**config.mk**
```make
export PLATFORM = sky130hd
export DESIGN_NAME = line_sync_timer
export DESIGN_NICKNAME = d
export VERILOG_FILES = /design/src/rtl/lsync_pkg.sv /design/src/rtl/lsync_timebase.sv /design/src/rtl/lsync_cmp_chan.sv /design/src/rtl/line_sync_timer.sv
export SDC_FILE = /design/constraint.sdc
export NUM_CORES = 1
export LEC_CHECK = 0
export ABC_AREA = 0
export BUFFER_PORTS_ARGS = -buffer_cell sky130_fd_sc_hd__buf_2
export CORE_ASPECT_RATIO = 0.75
export CORE_MARGIN = 3
export CORE_UTILIZATION = 30
export CTS_CLUSTER_SIZE = 25
export DETAILED_ROUTE_END_ITERATION = 12
export PLACE_DENSITY = 0.49
export SYNTH_ARGS = -nofsm -noshare
export SYNTH_HDL_FRONTEND = slang
export SYNTH_SLANG_ARGS = --single-unit
```
**constraint.sdc**
```tcl
create_clock -name clk -period 2.3 [get_ports clk]
set_input_delay 0.115 -clock clk [delete_from_list [all_inputs] [get_ports clk]]
set_output_delay 0.115 -clock clk [all_outputs]
set_load 0.05 [all_outputs]
```
**src/rtl/lsync_pkg.sv**
```systemverilog
package lsync_pkg;
   localparam logic [2:0] MODE_PULSE  = 3'b101;
   localparam logic [2:0] MODE_SET_LO = 3'b010;
   localparam logic [2:0] MODE_SET_HI = 3'b001;
   localparam int CTRL_RUN_BIT = 0;
   localparam int CTRL_IRQ_BIT = 1;
   localparam int CTRL_CLR_BIT = 2;
   localparam int REGS_PER_CH  = 3;
   localparam int CH_BASE      = 2;
endpackage

```
**src/rtl/lsync_timebase.sv**
```systemverilog
module lsync_timebase
   import lsync_pkg::*;
#(
   parameter int CNT_W = 16
) (
   input  logic             clk,
   input  logic             rst_n,
   input  logic             wr_ctrl,
   input  logic             wr_period,
   input  logic [CNT_W-1:0] wr_data,
   output logic [CNT_W-1:0] cnt,
   output logic             flag,
   output logic             irq
);
   logic             run_q;
   logic             irq_en_q;
   logic [CNT_W-1:0] period_q;
   logic             wrap;
   logic             clr;

   assign wrap = run_q && (cnt == period_q);
   assign clr  = wr_ctrl && wr_data[CTRL_CLR_BIT];
   assign irq  = flag && irq_en_q;

   always_ff @(posedge clk or negedge rst_n) begin
      if (!rst_n) begin
         run_q    <= 1'b0;
         irq_en_q <= 1'b0;
         period_q <= '1;
      end else begin
         if (wr_ctrl) begin
            run_q    <= wr_data[CTRL_RUN_BIT];
            irq_en_q <= wr_data[CTRL_IRQ_BIT];
         end
         if (wr_period) period_q <= wr_data;
      end
   end

   always_ff @(posedge clk or negedge rst_n) begin
      if (!rst_n) begin
         cnt  <= '0;
         flag <= 1'b0;
      end else begin
         if (wrap)       cnt <= '0;
         else if (run_q) cnt <= cnt + 1'b1;
         if (wrap)       flag <= 1'b1;
         else if (clr)   flag <= 1'b0;
      end
   end


   wrap_zero_chk: assert property (@(posedge clk) disable iff (!rst_n)
      (run_q && cnt == period_q) |=> (cnt == '0 && flag));

   flag_hold_chk: assert property (@(posedge clk) disable iff (!rst_n)
      (flag && !clr) |=> flag);

   frozen_cnt_chk: assert property (@(posedge clk) disable iff (!rst_n)
      !run_q |=> $stable(cnt));
endmodule

```
**src/rtl/lsync_cmp_chan.sv**
```systemverilog
module lsync_cmp_chan
   import lsync_pkg::*;
#(
   parameter int CNT_W = 16
) (
   input  logic             clk,
   input  logic             rst_n,
   input  logic             en,
   input  logic [CNT_W-1:0] cnt,
   input  logic             wr_mode,
   input  logic             wr_pri,
   input  logic             wr_sec,
   input  logic [CNT_W-1:0] wr_data,
   output logic             out
);
   logic [2:0]       mode_q;
   logic [CNT_W-1:0] pri_q;
   logic [CNT_W-1:0] sec_q;
   logic             armed;
   logic             hit_pri;
   logic             hit_sec;

   assign hit_pri = (cnt == pri_q);
   assign hit_sec = (cnt == sec_q);

   always_ff @(posedge clk or negedge rst_n) begin
      if (!rst_n) begin
         mode_q <= '0;
         pri_q  <= '0;
         sec_q  <= '0;
      end else begin
         if (wr_mode) mode_q <= wr_data[2:0];
         if (wr_pri)  pri_q  <= wr_data;
         if (wr_sec)  sec_q  <= wr_data;
      end
   end

   always_ff @(posedge clk or negedge rst_n) begin
      if (!rst_n) begin
         out   <= 1'b0;
         armed <= 1'b1;
      end else if (!en) begin
         out   <= 1'b0;
         armed <= 1'b1;
      end else begin
         case (mode_q)
            MODE_PULSE: begin
               if (hit_pri)      out <= 1'b1;
               else if (hit_sec) out <= 1'b0;
            end
            MODE_SET_LO: if (armed && hit_pri) begin
               out   <= 1'b0;
               armed <= 1'b0;
            end
            MODE_SET_HI: if (armed && hit_pri) begin
               out   <= 1'b1;
               armed <= 1'b0;
            end
            default: out <= out;
         endcase
         if (wr_mode) armed <= 1'b1;
      end
   end


   off_low_chk: assert property (@(posedge clk) disable iff (!rst_n)
      !en |=> !out);

   pulse_rise_chk: assert property (@(posedge clk) disable iff (!rst_n)
      (en && mode_q == MODE_PULSE && hit_pri) |=> out);

   set_lo_chk: assert property (@(posedge clk) disable iff (!rst_n)
      (en && mode_q == MODE_SET_LO && armed && hit_pri) |=> !out);

   set_hi_chk: assert property (@(posedge clk) disable iff (!rst_n)
      (en && mode_q == MODE_SET_HI && armed && hit_pri) |=> out);
endmodule

```
**src/rtl/line_sync_timer.sv**
```systemverilog
module line_sync_timer
   import lsync_pkg::*;
#(
   parameter int CNT_W  = 16,
   parameter int NUM_CH = 2,
   localparam int NREGS = CH_BASE + REGS_PER_CH * NUM_CH,
   localparam int AW    = $clog2(NREGS)
) (
   input  logic              clk,
   input  logic              rst_n,
   input  logic              wr_en,
   input  logic [AW-1:0]     wr_addr,
   input  logic [CNT_W-1:0]  wr_data,
   input  logic [NUM_CH-1:0] chan_en,
   output logic [NUM_CH-1:0] sync_out,
   output logic              line_flag,
   output logic              line_irq
);
   logic [CNT_W-1:0] cnt;

   generate
      if (CNT_W < 4) begin : g_bad_width
         $error("CNT_W must be at least 4");
      end
      if (NUM_CH < 1) begin : g_bad_count
         $error("NUM_CH must be at least 1");
      end
   endgenerate

   lsync_timebase #(.CNT_W(CNT_W)) u_tb (
      .clk       (clk),
      .rst_n     (rst_n),
      .wr_ctrl   (wr_en && wr_addr == AW'(0)),
      .wr_period (wr_en && wr_addr == AW'(1)),
      .wr_data   (wr_data),
      .cnt       (cnt),
      .flag      (line_flag),
      .irq       (line_irq)
   );

   for (genvar i = 0; i < NUM_CH; i++) begin : g_ch
      localparam int BASE = CH_BASE + REGS_PER_CH * i;
      lsync_cmp_chan #(.CNT_W(CNT_W)) u_ch (
         .clk     (clk),
         .rst_n   (rst_n),
         .en      (chan_en[i]),
         .cnt     (cnt),
         .wr_mode (wr_en && wr_addr == AW'(BASE)),
         .wr_pri  (wr_en && wr_addr == AW'(BASE + 1)),
         .wr_sec  (wr_en && wr_addr == AW'(BASE + 2)),
         .wr_data (wr_data),
         .out     (sync_out[i])
      );
   end
endmodule

```
Word-level counts from Yosys, hierarchy flattened:

Cells that the tools add are included.

* bits in latches: 0
* memory bits (read-only): 0
* word-level logic and storage cells: 90
* output and inout bits: 4
* bits in writable memories: 0
* register bits: 109
* memories: 0

* equal/unequal tests: 30
* shifts and indexed selects: 0
* divide/modulo/power cells: 0
* magnitude comparators: 0
* muxes and demuxes: 22
* bitwise logic cells: 0
* $mul: 0
* reduce and logical (&&, ||, !) cells: 22
* add/sub/neg operators: 1

Operators by type and width (count)
* 16-bit equality test: 5
* 16-bit 2-to-1 mux: 2
* 3-bit equality test, second input constant: 6
* 1-bit 2-to-1 mux: 18
* 3-bit by 2-bit != test with 1-bit output, second input constant: 6
* 16-bit by 1-bit adder with 16-bit output, second input constant: 1
* 1-bit logical AND: 13
* 3-bit by 2-bit equality test with 1-bit output, second input constant: 4
* 3-bit by 1-bit equality test with 1-bit output, second input constant: 3
* 4-bit by 1-bit != test with 1-bit output, second input constant: 2
* 4-bit by 2-bit != test with 1-bit output, second input constant: 2
* 4-bit AND reduction: 2
* 3-bit by 1-bit != test with 1-bit output, second input constant: 2
* 1-bit one-hot mux with 3 select lines: 2
* 2-bit AND reduction: 2
* 2-bit nonzero test: 2
* 2-bit OR reduction: 2
* 3-bit zero test: 1

Depth between registers and ports, before layout:

Gate-level depths: netlist of the first run.

* word-level depth: 6
* depth in mapped cells: 7

Hierarchy:

From an unflattened synthesis of the first run, not the netlist that was laid out.

* cell total of the unflattened synthesis: 441
* area total of the unflattened synthesis: 5574.1 µm²

By module, submodules not included
* lsync_cmp_chan: area each 1826.8 µm², times used 2, cells each 137
* lsync_timebase: area each 1824.2 µm², times used 1, cells each 159
* line_sync_timer: area each 96.3 µm², times used 1, cells each 8

Worst setup path before layout of the first run:

Ideal clock, no wire load.

* path kind: reg-to-reg
* start: reg u_tb.cnt[0]
* end: reg g_ch[1].u_ch.out
* buffers on the path: 1
* slack: 0.645 ns
* stages on the path, launching flop included: 7
* arrival time: 1.535 ns
* required time: 2.180 ns
* setup time: 0.120 ns
* period minus slack after synthesis: 1.655 ns
* path through: dfrtp_1 -> buf_2 -> xor2_1 -> nor4_1 -> nand4_1 -> or2_0 -> a41o_1

* word-level cells in the longest chain between the ends: 4
* elaborated cells between the ends (all ways): 10

RTL lines
* start, declared: RTL line lsync_timebase.sv:11 `output logic [CNT_W-1:0] cnt,`
* start signal, assigned: RTL line lsync_timebase.sv:45 `else if (run_q) cnt <= cnt + 1'b1;`
* 16-bit equality test: RTL line lsync_cmp_chan.sv:23 `assign hit_pri = (cnt == pri_q);`
* 1-bit 2-to-1 mux or 1-bit logical AND (tied branches): RTL line lsync_cmp_chan.sv:48, lsync_cmp_chan.sv:51, lsync_cmp_chan.sv:55
* 1-bit one-hot mux with 3 select lines or 3-bit by 2-bit != test with 1-bit output (tied branches)
* 1-bit 2-to-1 mux or 4-bit AND reduction (tied branches)
* end signal, assigned: RTL line lsync_cmp_chan.sv:59 `default: out <= out;`
* end, declared: RTL line lsync_cmp_chan.sv:14 `output logic out`

Several ways; a longest one is shown, not always the timed one.
A chain may end at the register's enable or synchronous reset.

Worst setup path in the final report of the first run:

* start: reg u_tb.cnt[3]
* end: reg u_tb.cnt[0]

* word-level cells in the longest chain between the ends: 3
* elaborated cells between the ends (all ways): 4

RTL lines
* 16-bit equality test (*): RTL line lsync_timebase.sv:21 `assign wrap = run_q && (cnt == period_q);`
* 1-bit logical AND (*): RTL line lsync_timebase.sv:21
* 16-bit 2-to-1 mux or 2-bit nonzero test (tied branches)

Every way passes the cells marked *; elsewhere a longest branch is shown, timed or not.

==> results of run 1 <==
## cell families after synthesis
| logic type | Yosys count | synth area share, % |
|---|---|---|
| xor gates and xnor gates | 96 | 15.61 |
| and+or+nand+nor | 92 | 9.800 |
| buffers and inverters | 31 | 3.646 |
| DFF | 109 | 51.04 |
| adders and majority gates | 1 | 0.2322 |
| AOI/OAI and AO/OA | 12 | 1.486 |
| muxes | 87 | 18.18 |
## metal layers
layer  up-vias  routed length [um]  track usage (%)
met5         -                   0                0
li1       1529                   -                -
met1      1672                6908            20.88
met4         0                 161            3.761
met2        42                5910            21.72
met3        12                 382            3.501
## how the worst max path moves through the flow
stage                 startpoint  cells after the start               end
CTS                 u_tb.cnt[11]                      5  g_ch[1].u_ch.out
floorplan            u_tb.cnt[0]                      6  g_ch[1].u_ch.out
detailed placement  u_tb.cnt[11]                      5  g_ch[1].u_ch.out
global placement    u_tb.cnt[11]                      5  g_ch[1].u_ch.out
finish               u_tb.cnt[3]                      6       u_tb.cnt[0]
global route         u_tb.cnt[6]                      6       u_tb.cnt[0]
## metrics by stage
step / hold slack [ns] / setup slack [ns]
2_1_floorplan: -0.1806 / 0.6447
3_3_place_gp: 0.09887 / 0.1314
3_5_place_dp: 0.1015 / 0.09427
4_1_cts: 0.03867 / 0.07759
5_1_grt: 0.04973 / 0.06634
6_report: 0.05037 / 0.1038
## worst max-delay path: stages (launching register included)
cell     delay [ns]
dfrtp_1        0.49
xor2_1         0.21
nor4_1         0.63
nand4_1        0.26
nor3_4         0.20
buf_4          0.20
o21ai_0        0.10
## cell usage in the layout, fill, tap and decap left out, drive strengths merged, types with 3 or more instances in the layout
| master | n |
|---|---|
| clkbuf | 11 |
| and4 | 3 |
| xor2 | 73 |
| dfstp | 18 |
| nand2b | 3 |
| clkinv | 3 |
| nor4 | 15 |
| dlygate4sd3 | 3 |
| o31ai | 3 |
| inv | 3 |
| mux2 | 87 |
| o21ai | 4 |
| nor2 | 18 |
| xnor2 | 23 |
| nand4b | 4 |
| nand2 | 12 |
| nand4 | 12 |
| nor3 | 9 |
| nand3 | 6 |
| buf | 41 |
| dfrtp | 91 |
## synth_stat cells (all sizes together), types with 2 or more instances
cell / number / area, um2
nor3b: 2 / 20.02
xor2: 73 / 639.4
nand4: 12 / 75.07
a21oi: 2 / 10.01
nand2b: 3 / 18.77
buf: 27 / 181.4
inv: 3 / 11.26
nor4: 15 / 93.84
nor2: 18 / 67.56
xnor2: 23 / 201.4
nand3b: 2 / 15.01
dfstp: 18 / 473.0
dfrtp: 91 / 2277
nand2: 12 / 45.04
nor3: 9 / 61.31
o31ai: 3 / 22.52
a41o: 2 / 20.02
nand3: 6 / 30.03
and2: 2 / 12.51
nand4b: 4 / 35.03
o21ai: 4 / 20.02
mux2: 87 / 979.7
and4: 3 / 26.28
## state kept, by name, summed over array words and instances, names as in the netlist
| register | count |
|---|---|
| u_tb.irq_en_q | 1 |
| u_tb.cnt | 16 |
| g_ch.u_ch.mode_q | 6 |
| g_ch.u_ch.sec_q | 32 |
| g_ch.u_ch.armed | 2 |
| u_tb.period_q | 16 |
| g_ch.u_ch.out | 2 |
| u_tb.run_q | 1 |
| u_tb.flag | 1 |
| g_ch.u_ch.pri_q | 32 |
## repair_timing
item / in CTS / in global routing
hold endpoints to repair: 29 / 0
gates resized for setup: 0 / 1
endpoints found under the setup margin: 0 / 1
hold buffers: 3 / 0
## area by class of cell
| type | instances | area (um2) | share of cell area (%) |
|---|---|---|---|
| Multi-Input combinational cell | 288 | 2447 | 40.17 |
| Inverter | 3 | 11.26 | 0.1848 |
| Tap cell | 236 | 295.3 | 4.847 |
| Sequential cell | 109 | 2750 | 45.14 |
| Timing Repair Buffer | 44 | 285.3 | 4.683 |
| Clock buffer | 11 | 242.7 | 3.984 |
| Clock inverter | 5 | 60.06 | 0.9858 |
## where the power goes
part | internal (W) | total, W | switching [W]
logic | 0.000681 | 0.00133 | 0.000652
clock network | 0.000877 | 0.00158 | 0.000703
registers | 0.00236 | 0.00279 | 0.000430
total | 0.00392 | 0.00571 | 0.00178
==> results.yml, run 1 <==
clock_network:
  htreeDepth: 3
  postCtsSetupBuffers: 0
  clk_pin_slew_ns: 0.07
  cts_tree: "done"
  clockBufferDepth: 2
  ctsRootBufferMaster: "clkbuf_16"
  worstSkewPairLatency_ns: 0.35
  cts_buffers: 9
  cts_sinks: 109
sta:
  fin_skew_ns: 0.009445
  setup_tns_ns: 0
  worst_pin_slew_ns: 0.7206
  max_slew_margin_pct: 51.86
  timing.fmax_ghz: 0.4553
  setup_viol_count_final: 0
  fin_crit_sh_pct: 95.49
  grt_setup_unrepaired: "no"
  min_period_ns: 2.196
  hold_viol_final: 0
  drv_slew: 0
route:
  drc: 0
  num_vias: 3255
  drt-total-wl_um: 13360
  post_drt_wl_per_cell_um: 19.20
  final_antenna_net_count: 0
  drtIter0Drc: 131
  first_pass_iters: 4
  routed_via_density: 4.677
placement:
  post-dp-hpwl_um: 9451
  dpl.cell_count: 677
  postPlaceCellArea_um2: 5753
  port_buffers: 27
  gp_congestion: 0.7860
global_route:
  grt_pass1_wl_um: 21070
  grt_antenna_before_repair: 0
  grt_pass1_vias: 3483
  grt_max_degree: 77
  grtUsageTotal_pct: 14.43
  grt-ovfl-total: 0
critical_path:
  critPathMaxFanout: 8
  reg2reg_slack_ns: 0.10
  r2r-start: "u_tb.cnt[3]"
  required_ns: 2.54
  cp-end-kind: "register"
  r2r-end: "u_tb.cnt[0]"
  startpoint_type: "register"
  crit_type: "register to register"
  worstPathArrival_ns: 2.43
  ff2ff_path_depth: 6
die:
  io_pins: 28
  fp.dieW_um: 160.7
  die_area_um2: 19620
  num_rows: 41
  initial_core_util_pct: 31.35
  dieHeight_um: 122.1
  core_um2: 17190
finish:
  stdcell_count: 696
  fillCellCount: 1705
  nets: 480
  fin_area_um2: 6092
  layout-drive-gt1-share_pct: 35.87
  utilization_pct: 35.45
  antennaDiodeCount: 0
  area_delta_synth_final_pct: 13.07
power_and_ir_drop:
  total_power_w: 0.005705
  ir_worst_vdd_v: 0.0004247
  power.leakage_nw: 2.684
  power_density_nw_per_um2: 936.5
synthesis:
  synth_edf_count: 0
  syn_nets: 453
  synth.avg_cell_area_um2: 12.59
  seq_area_frac_synth_pct: 51.05
  ys_types: 35
  yosysWarnings: 0
  synth_ff_type: "dfrtp_1"
  syn_inst: 428
  ys_ff_latch: 109
  async_reset_ff_share_pct: 100.0
  syn_area_um2: 5388
worst_hold_path:
  hold_class: "primary input to register"
  hold_start: "wr_data[10]"
  hold_depth: 2
  hold_end: "g_ch[0].u_ch.sec_q[10]"
outcome:
  status: "completed"
run:
  maxCapViolCount: 0
Note: power is estimated with default switching activity, not from simulation.
==> run 2: changes to the inputs <==
--- a/config.mk
+++ b/config.mk
@@ -8,7 +8,6 @@
 export ABC_AREA = 0
 export BUFFER_PORTS_ARGS = -buffer_cell sky130_fd_sc_hd__buf_2
 export CORE_ASPECT_RATIO = 0.75
-export CORE_MARGIN = 3
 export CORE_UTILIZATION = 30
 export CTS_CLUSTER_SIZE = 25
 export DETAILED_ROUTE_END_ITERATION = 12
==> constraint.sdc (replaced) <==
create_clock -name clk -period 2.05 [get_ports clk]
set_input_delay 0.1025 -clock clk [delete_from_list [all_inputs] [get_ports clk]]
set_output_delay 0.1025 -clock clk [all_outputs]
set_load 0.05 [all_outputs]
==> run 2 against run 1 <==
Critical path type unchanged. Clock-buffer cell count fell by 1. Sequential cell count did not move. Cell count rose by 1.9%. Combinational power rose by 13%. Wire length fell by 2.8%. Register-to-register slack improved by 0.04 ns. Hold slack got worse by 0.0055 ns. Clock power rose by 17%.
==> results.yml, run 2 (synthesis gave the netlist of run 1 again) <==
critical_path:
  cp_num_cells: 5
  reg2reg_slack_ns: 0.15
  path_cells: "xor2_1, nor4_2, nand4_1, or2_0, a41o_1"
  cp_num_buf_inv: 0
  slowest_delay_ns: 0.49
  worstPathArrival_ns: 2.14
  slowest_stage: "dfrtp_1"
  crit_type: "register to register"
  cp-end-kind: "register"
  critPathMaxFanout: 7
  ff2ff_path_depth: 5
  required_ns: 2.29
  cpLargestDelayFamily: "simple AND/OR/NAND/NOR gates"
  startpoint_type: "register"
finish:
  layout-drive-gt1-share_pct: 37.47
  nets: 487
  antennaDiodeCount: 0
  reg_top3: "g_ch.u_ch.pri_q: 32 flops, g_ch.u_ch.sec_q: 32 flops"
  area_delta_synth_final_pct: 15.23
  layout_common_cells: "dfrtp_1, mux2_2, xor2_1"
  final_common_cell: "dfrtp_1"
  stdcell_count: 709
sta:
  whs_ns: 0.04486
  setup_viol_count_final: 0
  worst_pin_slew_ns: 0.6115
  fin_skew_ns: 0.005703
  fin_crit_sh_pct: 92.81
  max_slew_margin_pct: 59.24
  hold_viol_final: 0
  grt_setup_unrepaired: "no"
  timing.fmax_ghz: 0.5256
  min_period_ns: 1.903
  setup_tns_ns: 0
  drv_slew: 0
worst_hold_path:
  hold_depth: 2
  hold_class: "primary input to register"
die:
  fp.dieW_um: 156.7
  core_um2: 17600
  io_pins: 28
  initial_core_util_pct: 30.60
  dieHeight_um: 118.1
  die_area_um2: 18500
  num_rows: 42
power_and_ir_drop:
  power_density_nw_per_um2: 1046
  power.leakage_nw: 2.738
  total_power_w: 0.006493
  ir_worst_vdd_v: 0.0004343
global_route:
  grtUsageTotal_pct: 15.15
  grt_pass1_wl_um: 20630
  grt-ovfl-total: 0
  grt_pass1_vias: 3504
  grt_antenna_before_repair: 0
  grt_max_degree: 46
placement:
  post-dp-hpwl_um: 9318
  port_buffers: 27
  dpl.cell_count: 690
  gp_congestion: 0.8357
clock_network:
  worstSkewPairLatency_ns: 0.35
  cts_sinks: 109
  postCtsSetupBuffers: 0
  htreeDepth: 3
  cts_buffers: 9
  cts_tree: "done"
  clockBufferDepth: 2
  ctsRootBufferMaster: "clkbuf_16"
  clk_pin_slew_ns: 0.07
route:
  num_vias: 3283
  first_pass_iters: 4
  routed_via_density: 4.630
  drt-total-wl_um: 12990
  drc: 0
  final_antenna_net_count: 0
  drtIter0Drc: 114
  post_drt_wl_per_cell_um: 18.32
run:
  maxCapViolCount: 0
outcome:
  status: "completed"
-- run 2: changes by cell type in the layout (fill, tap and decap cells not counted), moves of 2 or more --
cell / before / now
buf_4: 14 / 19
nor4_2: 1 / 4
nor4_1: 14 / 11
buf_12: 1 / 3
clkinv_4: 2 / 0
-- run 2: path summary, 6_finish.rpt --
kind                                    endpoint        start
min                        g_ch[1].u_ch.sec_q[8]   wr_data[8]
max in group asynchronous      u_tb.period_q[15]        rst_n
min in group asynchronous  g_ch[0].u_ch.pri_q[9]        rst_n
min reg2reg                            u_tb.flag    u_tb.flag
max                             g_ch[1].u_ch.out  u_tb.cnt[6]
max reg2reg                     g_ch[1].u_ch.out  u_tb.cnt[6]
-- run 2: through the flow --
step	util [%]	instance area [um2]	setup slack [ns]
4_1_cts	35.12	6183	0.04018
3_5_place_dp	33.16	5838	0.04325
5_1_grt	35.27	6208	0.03714
3_3_place_gp	33.16	5838	0.06224
6_report	35.27	6208	0.1475
2_1_floorplan	-	5388	0.3947
-- run 2: final cells by class --
class                           instances  area (um2)
Fill cell                            1737       11400
Sequential cell                       109        2750
Multi-Input combinational cell        288        2466
Timing Repair Buffer                   51       362.8
Tap cell                              242       302.8
Clock buffer                           10       229.0
Clock inverter                          6       86.33
Inverter                                3       11.26
-- run 2: routing by layer --
layer | track usage (%) | wire length (um) | vias to the layer above
met5 | 0 | 0 | -
li1 | - | - | 1542
met2 | 22.19 | 5756 | 56
met1 | 22.49 | 6554 | 1671
met3 | 3.019 | 488 | 14
met4 | 4.044 | 191 | 0
-- run 2: report_power, final --
| part | total, W | switching (W) | internal (W) |
|---|---|---|---|
| registers | 0.00314 | 0.000488 | 0.00265 |
| clock network | 0.00185 | 0.000782 | 0.00107 |
| logic | 0.00150 | 0.000724 | 0.000776 |
| total | 0.00649 | 0.00199 | 0.00450 |
-- run 2: what timing repair did --
action | in CTS | in global routing
resized for setup | 0 | 4
setup endpoints to repair | 0 | 4
hold buffers | 3 | 0
endpoints found under the hold margin | 37 | 0
-- run 2: worst reg2reg max path, stage by stage, from the launching register on --
cell     delay, ns
dfrtp_1       0.49
xor2_1        0.24
nor4_2        0.34
nand4_1       0.22
or2_0         0.26
a41o_1        0.24
==> run 3: changes to the inputs <==
==> constraint.sdc (replaced) <==
create_clock -name clk -period 2.05 [get_ports clk]
set_input_delay 0.3075 -clock clk [delete_from_list [all_inputs] [get_ports clk]]
set_output_delay 0.3075 -clock clk [all_outputs]
set_load 0.05 [all_outputs]
==> run 3 against run 2 <==
Total power is 0.61% lower. Wire length is 3.8% higher. Sequential cell count stayed put. Design area is 0.20% lower. Hold slack better by 0.091 ns. Clock-buffer cell count is 3 higher. Worst setup slack worse by 0.0083 ns.
==> results.yml, run 3 (synthesis gave the netlist of run 1 again) <==
finish:
  fillCellCount: 1732
  reg_top3: "g_ch.u_ch.pri_q: 32 flops, g_ch.u_ch.sec_q: 32 flops"
  area_delta_synth_final_pct: 15.00
  nets: 488
  multi_input_area_um2: 2460
  final_common_cell: "dfrtp_1"
  stdcell_count: 709
  layout_common_cells: "dfrtp_1, mux2_2, xor2_1"
  seq_area_um2: 2754
  layout-drive-gt1-share_pct: 38.20
sta:
  timing.fmax_ghz: 0.5233
  fin_crit_sh_pct: 93.21
  worst_pin_slew_ns: 0.5387
  drv_slew: 0
  hold_viol_final: 0
  fin_skew_ns: 0.006455
  setup_viol_count_final: 0
  max_slew_margin_pct: 64.09
  grt_setup_unrepaired: "no"
  whs_ns: 0.1354
  min_period_ns: 1.911
power_and_ir_drop:
  power.leakage_nw: 2.734
  power_density_nw_per_um2: 1042
  ir_worst_vdd_v: 0.0003912
critical_path:
  required_ns: 2.30
  slowest_stage: "dfrtp_1"
  critPathMaxFanout: 6
  crit_type: "register to register"
  slowest_delay_ns: 0.46
  path_cells: "buf_4, xnor2_1, nand4_1, nor4_1, nand3_1, a41o_1"
  cp-end-kind: "register"
  startpoint_type: "register"
  worstPathArrival_ns: 2.16
placement:
  port_buffers: 27
  gp_congestion: 0.8406
  dpl.cell_count: 691
  post-dp-hpwl_um: 9572
route:
  num_vias: 3300
  routed_via_density: 4.654
  drtIter0Drc: 257
  first_pass_iters: 4
  final_antenna_net_count: 0
  post_drt_wl_per_cell_um: 19.02
  drt-total-wl_um: 13490
  drc: 0
run:
  maxCapViolCount: 0
clock_network:
  clockBufferDepth: 2
  worstSkewPairLatency_ns: 0.35
  clk_pin_slew_ns: 0.07
  htreeDepth: 3
  cts_sinks: 109
  ctsRootBufferMaster: "clkbuf_16"
  cts_tree: "done"
  cts_buffers: 9
die:
  die_area_um2: 18500
  num_rows: 42
  fp.dieW_um: 156.7
  io_pins: 28
  initial_core_util_pct: 30.60
  dieHeight_um: 118.1
  core_um2: 17600
global_route:
  grt_antenna_before_repair: 1
  grt_max_degree: 45
  grt_pass1_wl_um: 21210
  grt_pass1_vias: 3499
  grtUsageTotal_pct: 15.89
  grt-ovfl-total: 0
outcome:
  status: "completed"
worst_hold_path:
  hold_class: "primary input to register"
==> run 3: cell types whose count changed in the layout (fill, tap and decap cells not counted), sizes merged <==
| cell | delta |
|---|---|
| diode | +1 |
| clkinv | -2 |
| inv | -1 |
| clkinvlp | -1 |
| dlygate4sd3 | -2 |
| bufinv | -1 |
| buf | +3 |
| clkbuf | +3 |
==> run 3: where the power goes <==
part,switching [W],leakage (nW),internal [W],total (W)
Combinational,0.000736,1.28,0.000782,0.00152
Clock,0.000758,0.148,0.00104,0.00179
Sequential,0.000487,1.30,0.00266,0.00314
Total,0.00198,2.73,0.00447,0.00645
==> run 3: repair_timing <==
action	4_1_cts	5_1_grt
hold endpoints to repair	26	0
resized for setup	1	5
hold buffers	1	0
endpoints found under the setup margin	1	2
setup buffers	2	0
pin swaps	1	1
==> run 3: per-layer routing <==
metal	track usage (%)	wire length [um]	vias up
li1	-	-	1547
met1	23.26	6886	1702
met2	23.44	5911	40
met3	3.645	552	11
met4	3.983	137	0
met5	0	0	-
==> run 3: critical path, delay by kind of cell, from the launching register on <==
family | cells | cell delay (ns)
and+or+nand+nor | 3 | 0.71
AOI/OAI and AO/OA | 1 | 0.25
buffers and inverters | 1 | 0.20
xor gates and xnor gates | 1 | 0.18
DFF | 1 | 0.46
==> run 3: path summary, 6_finish.rpt <==
path	cells past startpoint	from	slack (ns)	to
max in group asynchronous	3	rst_n	0.86	g_ch[1].u_ch.armed
setup reg to reg	6	u_tb.cnt[3]	0.14	g_ch[1].u_ch.out
hold reg to reg	1	u_tb.irq_en_q	0.52	u_tb.irq_en_q
setup / recovery	6	u_tb.cnt[3]	0.14	g_ch[1].u_ch.out
min in group asynchronous	2	rst_n	0.49	g_ch[0].u_ch.pri_q[9]
hold / removal	2	chan_en[1]	0.14	g_ch[1].u_ch.armed
==> run 3: per-stage QoR <==
stage | power [W] | worst slack, ns | area (um2) | util [%] | TNS [ns]
CTS | 0.006503 | 0.02183 | 6172 | 35.06 | 0
finish | 0.006454 | 0.1392 | 6196 | 35.20 | 0
floorplan | 0.004131 | 0.3947 | 5388 | - | 0
global route | 0.006821 | 0.01109 | 6193 | 35.18 | 0
global placement | 0.004646 | -0.04536 | 5846 | 33.21 | -0.04536
detailed placement | 0.004672 | -0.03987 | 5846 | 33.21 | -0.03987
==> run 3: final cells by class <==
| cell class | count | share of cell area (%) |
|---|---|---|
| Sequential cell | 109 | 44.45 |
| Multi-Input combinational cell | 288 | 39.70 |
| Timing Repair Buffer | 52 | 5.897 |
| Tap cell | 242 | 4.887 |
| Clock buffer | 13 | 4.362 |
| Clock inverter | 1 | 0.4847 |
| Inverter | 3 | 0.1817 |
| Antenna cell | 1 | 0.04039 |
